**config.mk**
```make
export PLATFORM = sky130hd
export DESIGN_NAME = canirq_flag_reg
export DESIGN_NICKNAME = d
export VERILOG_FILES = /design/src/rtl/canirq_pkg.sv /design/src/rtl/canirq_flag_bit.sv /design/src/rtl/canirq_combine.sv /design/src/rtl/canirq_flag_reg.sv
export SDC_FILE = /design/constraint.sdc
export NUM_CORES = 1
export LEC_CHECK = 0
export ABC_AREA = 1
export BUFFER_PORTS_ARGS = -buffer_cell sky130_fd_sc_hd__buf_2
export CORE_ASPECT_RATIO = 1.4
export CORE_MARGIN = 2
export CORE_UTILIZATION = 23
export CTS_BUF_LIST = sky130_fd_sc_hd__clkbuf_4
export CTS_CLUSTER_SIZE = 16
export DETAILED_ROUTE_END_ITERATION = 8
export SLEW_MARGIN = 20
export SYNTH_ARGS = -nofsm -noshare
export SYNTH_HDL_FRONTEND = slang
export SYNTH_SLANG_ARGS = --single-unit
```
**constraint.sdc**
```tcl
create_clock -name clk -period 1.1 [get_ports clk]
set_input_delay 0 -clock clk [delete_from_list [all_inputs] [get_ports clk]]
set_output_delay 0 -clock clk [all_outputs]
set_load 0.03 [all_outputs]
```
**src/rtl/canirq_pkg.sv**
```systemverilog
package canirq_pkg;
   localparam int NUM_FLAGS = 8;
   localparam int B_WAKE    = 7;
   localparam int B_RWARN   = 6;
   localparam int B_TWARN   = 5;
   localparam int B_RPASS   = 4;
   localparam int B_TPASS   = 3;
   localparam int B_BOFF    = 2;
   localparam int B_OVR     = 1;
   localparam int B_RXRDY   = 0;
   typedef logic [NUM_FLAGS-1:0] flag_vec_t;
endpackage

```
**src/rtl/canirq_flag_bit.sv**
```systemverilog
module canirq_flag_bit (
   input  logic clk,
   input  logic rst_n,
   input  logic soft_rst,
   input  logic cond,
   input  logic clr_req,
   output logic q
);
   logic clr_ok;
   assign clr_ok = clr_req & ~cond;

   always_ff @(posedge clk or negedge rst_n) begin
      if (!rst_n)        q <= 1'b0;
      else if (soft_rst) q <= 1'b0;
      else               q <= cond | (q & ~clr_ok);
   end

   AST_SET_SEEN: assert property (@(posedge clk) disable iff (!rst_n)
      (cond && !soft_rst) |=> q);
   AST_STICKY: assert property (@(posedge clk) disable iff (!rst_n)
      (q && !clr_req && !soft_rst) |=> q);
   AST_CLR_BLOCKED: assert property (@(posedge clk) disable iff (!rst_n)
      (q && clr_req && cond && !soft_rst) |=> q);
endmodule

```
**src/rtl/canirq_combine.sv**
```systemverilog
module canirq_combine
   import canirq_pkg::*;
#(
   parameter bit OVR_TO_ERR = 1'b1
) (
   input  flag_vec_t flags,
   input  flag_vec_t enables,
   output logic      irq_wake,
   output logic      irq_err,
   output logic      irq_rx
);
   flag_vec_t live;
   logic      err_core;
   logic      ovr_part;

   assign live     = flags & enables;
   assign irq_wake = live[B_WAKE];
   assign irq_rx   = live[B_RXRDY];
   assign err_core = |live[B_RWARN:B_BOFF];

   generate
      if (OVR_TO_ERR) begin : g_ovr_err
         assign ovr_part = live[B_OVR];
      end else begin : g_ovr_none
         assign ovr_part = 1'b0;
      end
   endgenerate

   assign irq_err = err_core | ovr_part;

   always_comb begin
      AST_RX_SOURCE: assert (!(irq_rx && !flags[B_RXRDY]));
   end
endmodule

```
**src/rtl/canirq_flag_reg.sv**
```systemverilog
module canirq_flag_reg
   import canirq_pkg::*;
#(
   parameter int ADDR_W     = 2,
   parameter int FLAG_ADDR  = 0,
   parameter int EN_ADDR    = 1,
   parameter int CNT_W      = 8,
   parameter int WARN_LIMIT = 96,
   parameter bit OVR_TO_ERR = 1'b1
) (
   input  logic              clk,
   input  logic              rst_n,
   input  logic              soft_rst,
   input  logic [ADDR_W-1:0] bus_addr,
   input  logic              bus_we,
   input  logic [7:0]        bus_wdata,
   output logic [7:0]        bus_rdata,
   input  logic              sleep_mode,
   input  logic              bus_active,
   input  logic              tx_warn_cond,
   input  logic              rx_passive_cond,
   input  logic              tx_passive_cond,
   input  logic              busoff_cond,
   input  logic              overrun_cond,
   input  logic              rx_ready_cond,
   input  logic [CNT_W-1:0]  rx_err_cnt,
   output logic              sleep_ack,
   output logic              irq_wake,
   output logic              irq_err,
   output logic              irq_rx
);
   localparam logic [ADDR_W-1:0] A_FLAG = ADDR_W'(FLAG_ADDR);
   localparam logic [ADDR_W-1:0] A_EN   = ADDR_W'(EN_ADDR);
   localparam logic [CNT_W-1:0]  LIMIT  = CNT_W'(WARN_LIMIT);

   initial begin
      AST_PARAM_ADDR: assert (FLAG_ADDR != EN_ADDR && FLAG_ADDR < (1 << ADDR_W)
                              && EN_ADDR < (1 << ADDR_W));
      AST_PARAM_LIMIT: assert (WARN_LIMIT < (1 << CNT_W));
   end

   flag_vec_t flags, enables, cond, clr_req;
   logic      wake_ev, rwarn_ev, woke_latch;

   assign wake_ev  = sleep_mode & bus_active;
   assign rwarn_ev = (rx_err_cnt > LIMIT) & ~flags[B_RPASS] & ~flags[B_TPASS]
                     & ~flags[B_BOFF];

   always_comb begin
      cond          = '0;
      cond[B_WAKE]  = wake_ev;
      cond[B_RWARN] = rwarn_ev;
      cond[B_TWARN] = tx_warn_cond;
      cond[B_RPASS] = rx_passive_cond;
      cond[B_TPASS] = tx_passive_cond;
      cond[B_BOFF]  = busoff_cond;
      cond[B_OVR]   = overrun_cond;
      cond[B_RXRDY] = rx_ready_cond;
   end

   assign clr_req = (bus_we && bus_addr == A_FLAG) ? bus_wdata : '0;

   generate
      for (genvar i = 0; i < NUM_FLAGS; i++) begin : g_flag
         canirq_flag_bit u_bit (
            .clk     (clk),
            .rst_n   (rst_n),
            .soft_rst(soft_rst),
            .cond    (cond[i]),
            .clr_req (clr_req[i]),
            .q       (flags[i])
         );
      end
   endgenerate

   always_ff @(posedge clk or negedge rst_n) begin
      if (!rst_n)                          enables <= '0;
      else if (soft_rst)                   enables <= '0;
      else if (bus_we && bus_addr == A_EN) enables <= bus_wdata;
   end

   always_ff @(posedge clk or negedge rst_n) begin
      if (!rst_n) begin
         woke_latch <= 1'b0;
         sleep_ack  <= 1'b0;
      end else if (soft_rst || !sleep_mode) begin
         woke_latch <= 1'b0;
         sleep_ack  <= 1'b0;
      end else begin
         woke_latch <= woke_latch | wake_ev;
         sleep_ack  <= ~wake_ev & ~woke_latch;
      end
   end

   always_comb begin
      bus_rdata = '0;
      if (bus_addr == A_FLAG)    bus_rdata = flags;
      else if (bus_addr == A_EN) bus_rdata = enables;
   end

   canirq_combine #(.OVR_TO_ERR(OVR_TO_ERR)) u_comb (
      .flags   (flags),
      .enables (enables),
      .irq_wake(irq_wake),
      .irq_err (irq_err),
      .irq_rx  (irq_rx)
   );

   AST_SOFT_CLEARS: assert property (@(posedge clk) disable iff (!rst_n)
      soft_rst |=> (flags == '0 && enables == '0));
   AST_WAKE_DROPS_ACK: assert property (@(posedge clk) disable iff (!rst_n)
      (wake_ev && !soft_rst) |=> (!sleep_ack && flags[B_WAKE]));
   AST_RWARN_HELD_OFF: assert property (@(posedge clk) disable iff (!rst_n)
      (!flags[B_RWARN] && (flags[B_RPASS] || flags[B_TPASS] || flags[B_BOFF]))
      |=> !flags[B_RWARN]);
   AST_ERR_NEEDS_FLAG: assert property (@(posedge clk) disable iff (!rst_n)
      irq_err |-> (|flags[B_RWARN:B_OVR]));
endmodule

```
== After elaboration in Yosys (flattened, before gate mapping) ==
Index checks and enable logic that the tools add are counted.

* Bits of input ports: 30
* Output and inout port bits: 12
* Register bits: 18
* Logic and storage cells: 87

* Bitwise operators: 52
* Reductions and logical operators: 7
* Magnitude comparators: 1
* Muxes and demuxes: 15
* Eq/ne operators: 1

{| class="wikitable"
|+ Operator list
! cell !! count
|-
| 2-to-1 mux 8 bit || 5
|-
| bitwise AND 1 bit || 21
|-
| NOT 1 bit || 20
|-
| 2-to-1 mux 1 bit || 10
|-
| OR 1 bit || 10
|-
| bitwise AND 8 bit || 1
|-
| > comparator 8 x 7 -> 1 bit (second input constant) || 1
|-
| OR reduction 5 bit || 1
|-
| equality test 2 x 1 -> 1 bit (second input constant) || 1
|-
| logical AND 1 bit || 2
|-
| logical NOT 2 bit || 1
|-
| nonzero test 2 bit || 1
|-
| logical NOT 1 bit || 1
|-
| logical OR 1 bit || 1
|}

== Longest topological paths before layout ==
* Depth in word-level cells: 10
* Depth in mapped cells: 6
* Gate-level depth less buffers: 6

== Hierarchy ==
A second synthesis with hierarchy kept.

* Cells, all modules: 144
* Area, all modules: 1,064.8 um^2

{| class="wikitable"
|+ Modules (own cells, without submodules)
! module !! instances !! cells each !! sequential area each (um^2) !! area an instance (um^2)
|-
| canirq_flag_reg || 1 || 88 || 250.2 || 644.4
|-
| canirq_flag_bit || 8 || 5 || 25.0 || 45.0
|-
| canirq_combine || 1 || 16 || 0.0 || 60.1
|}

== Worst setup path after synthesis ==
OpenSTA, ideal clock, no wires.

* Path kind: register to output
* Start: reg enables[7]
* End: out bus_rdata[7]
* Buffers on the path: 0
* Path slack: 0.041 ns
* Data required time: 1.100 ns
* Arrival time: 1.059 ns
* Cell stages (with the launch flop): 3
* Cell sequence: dfrtp_1 > inv_1 > o21ai_0

* Word-level cells in the longest chain between the ends: 2

{| class="wikitable"
|+ RTL lines
! item !! RTL line !! RTL
|-
| start: declaration || canirq_flag_reg.sv:42 || <nowiki>flag_vec_t flags, enables, cond, clr_req;</nowiki>
|-
| start signal: assignment || canirq_flag_reg.sv:79 || <nowiki>else if (bus_we && bus_addr == A_EN) enables <= bus_wdata;</nowiki>
|-
| 2-to-1 mux 8 bit || canirq_flag_reg.sv:98 || <nowiki>else if (bus_addr == A_EN) bus_rdata = enables;</nowiki>
|-
| 2-to-1 mux 8 bit || canirq_flag_reg.sv:97 || <nowiki>if (bus_addr == A_FLAG) bus_rdata = flags;</nowiki>
|-
| end: declaration || canirq_flag_reg.sv:17 || <nowiki>output logic [7:0] bus_rdata,</nowiki>
|}

Every way passes these cells.

== Worst setup path in the final report ==
* Start: reg g_flag[3].u_bit.q
* End: out irq_err

* Word-level cells in the longest chain between the ends: 3

{| class="wikitable"
|+ RTL lines
! item !! RTL line !! RTL
|-
| start: declaration || canirq_flag_bit.sv:7 || <nowiki>output logic q</nowiki>
|-
| start signal: assignment || canirq_flag_bit.sv:15 || <nowiki>else q <= cond | (q & ~clr_ok);</nowiki>
|-
| bitwise AND 8 bit || canirq_combine.sv:16 || <nowiki>assign live = flags & enables;</nowiki>
|-
| OR reduction 5 bit || canirq_combine.sv:19 || <nowiki>assign err_core = |live[B_RWARN:B_BOFF];</nowiki>
|-
| OR 1 bit || canirq_combine.sv:29 || <nowiki>assign irq_err = err_core | ovr_part;</nowiki>
|-
| end: declaration || canirq_flag_reg.sv:29 || <nowiki>output logic irq_err,</nowiki>
|}

Every way passes these cells.

==> impl_metrics.toml <==
[setup_path]
crit_start = "g_flag[3].u_bit.q"
reg2reg_depth = 4
critPathMaxStageDelay_ps = 410
worst_r2r_startpoint = "g_flag[4].u_bit.q"
crit_path_cell_trace = "inv_2 -> o22ai_2 -> nor2_1 -> nand3_1 -> buf_6"
critPathLaunchType = "flip-flop"
critPathMaxFanout = 3
cp_slowest_cell = "dfrtp_1"
required_ps = 1100
cp-end-kind = "primary output"
path_class = "reg2out"
arrival_ps = 1230

[synth]
synth_edf_count = 0
synth_seq_cells = 18
synth_largest_area_cell = "dfrtp_1"
synth.area.top_cells = "dfrtp_1, inv_1, o22ai_1"
synthArstFlopShare = 1.00
ys_seq_area_frac = 0.479
syn_nets = 152
yosys_most_used_dff = "dfrtp_1"
synth.distinct_cells = 15
synth_cells = 122
syn_area_um2 = 940
synth_top_area_share = 0.479
yosysWarnings = 0
synth_most_common_cell = "inv_1"
synthTopCellsByCount = "inv_1, dfrtp_1, nand2_1, o22ai_1, o21ai_0"
postSynthAreaPerCell_um2 = 7.70

[placed_design]
port-buffer-count = 41
hpwlAfterDp_mm = 1.86
post-place-ws_ps = 181
routabilityCongestion = 0.728
place_area_um2 = 1200

[sta]
timing.final.crit_share = 1.11
fin_crit_ps = 1230
rsz0062_at_grt = "yes"
setup_viol_count_final = 2
tightest_slew_ps = 398
hold_viol_final = 0
setup_slack_ps = -126
max_freq_mhz = 816
slew_headroom = 0.735
finalClockSkew_ps = 0.756
maxSlewViolCount = 0

[routing]
antenna_left = 0
route.vias.total = 1014
drt_first_iter_violations = 28
wl_per_cell_um = 11.0
drt_pass1_iterations = 4
wl_mm = 2.52
drc = 0
vias_per_cell = 4.43

[min_path]
hold_path_depth = 3
min_from = "soft_rst"
hp-class = "in2reg"

[die]
dieArea_um2 = 4620
initial_utilization = 0.240
die_w_um = 58.0
core-area_um2 = 3920
ios = 42
rows = 27
chipHeight_um = 79.6

[power_and_ir_drop]
vdd_drop_max_uv = 344
p_leak_nw = 0.788
totalPowerFinal_mw = 1.38
pwr-share-seq = 0.516
internal-power_uw = 980
power_switching_uw = 402
p_clk_frac = 0.244
powerDensity_nw_per_um2 = 947
swShare = 0.291
comb_power_share = 0.240

[clocking]
cts_made_buffers = 3
ctsHtreeMaxLevel = 1
root_buffer = "clkbuf_4"
cts.sink_count = 18
cts_buffer_depth = 2
cts_tree = "built"
clk_latency_ps = 300
clk_pin_slew_ps = 100

[final_layout]
syn2layout_area_growth_pct = 55.3
layout-drive-gt1-share = 0.328
nFillCells = 445
final_area_um2 = 1460
antenna_cells = 0
nets = 217

[outcome]
violations = "negative setup slack"
status = "finished with violations"

[grt]
grt_antenna_before_repair = 0
grt_pass1_vias = 1019
grt_max_degree = 19
grt_overflow = 0
grtUsageTotal = 0.119
grt_pass1_wl_mm = 4.26

[flow_run]
drv_cap = 0
path summary, 6_finish.rpt:
kind                                           to  slack (ps)
max in group asynchronous       g_flag[7].u_bit.q         670
min in group asynchronous              enables[3]         150
worst min-delay path            g_flag[5].u_bit.q          50
worst max-delay path                      irq_err        -130
worst min register to register          sleep_ack         440
worst max register to register  g_flag[6].u_bit.q          70
registers in the layout, summed over array words and instances (netlist names):
name / cells
enables: 8
g_flag.u_bit.q: 8
sleep_ack: 1
woke_latch: 1
through the flow:
step           setup TNS, ps  cells  utilization  hold slack (ps)
2_1_floorplan              0    122            -             -296
3_3_place_gp               0    206        0.307            -50.8
3_5_place_dp               0    206        0.307            -48.7
4_1_cts                 -136    229        0.367             41.0
5_1_grt                 -401    229        0.372             55.2
6_report                -135    229        0.372             46.7
area by class of cell:
type | instances | area, µm² | share of cell area
Sequential cell | 18 | 450 | 0.309
Timing Repair Buffer | 61 | 428 | 0.293
Multi-Input combinational cell | 65 | 358 | 0.245
Inverter | 38 | 143 | 0.0978
Tap cell | 43 | 53.8 | 0.0369
Clock buffer | 3 | 22.5 | 0.0154
Clock inverter | 1 | 3.75 | 0.00257
cell usage in the layout, fill, tap and decap left out, drive strengths merged:
master	synthesis	routed
a21oi	9	9
buf	1	44
clkbuf	0	3
clkinv	0	1
dfrtp	18	18
dlygate4sd3	0	17
inv	38	38
nand2	18	18
nand3	4	4
nand4	1	1
nor2	4	4
nor3	2	2
nor4	1	1
o21ai	12	12
o22ai	14	14
per-layer routing:
layer	global-route usage	wire, µm
met5	0	0
met4	0.0628	43
met3	0.0178	137
met2	0.208	1310
met1	0.137	1030
critical path, delay by kind of cell (launching register included):
kind,cells,cell delay (ps)
DFF,1,410
and+or+nand+nor,2,240
buffers and inverters,2,220
AOI/OAI and AO/OA,1,60
logic make-up (layout without fill, tap and decap cells):
group	Yosys count	count (layout)	share of synthesized area
AOI/OAI and AO/OA	35	35	0.205
buffers and inverters	39	103	0.157
DFF	18	18	0.479
and+or+nand+nor	30	30	0.158
power groups by stage:
| stage | Combinational (mW) | Clock (mW) | Sequential, mW |
|---|---|---|---|
| 2_1_floorplan | 0.141 | 0 | 0.724 |
| 3_3_place_gp | 0.259 | 0 | 0.724 |
| 3_5_place_dp | 0.263 | 0 | 0.726 |
| 4_1_cts | 0.327 | 0.354 | 0.712 |
| 5_1_grt | 0.369 | 0.380 | 0.718 |
| 6_report | 0.332 | 0.337 | 0.713 |
timing repair:
item | in CTS | in global routing
endpoints found under the setup margin | 6 | 10
pin swaps | 2 | 4
buffers inserted | 2 | 0
hold buffers | 17 | 0
resized for setup | 12 | 13
hold endpoints to repair | 35 | 0
gates cloned | 0 | 0
No activity file was read; power rests on OpenSTA's default activity.
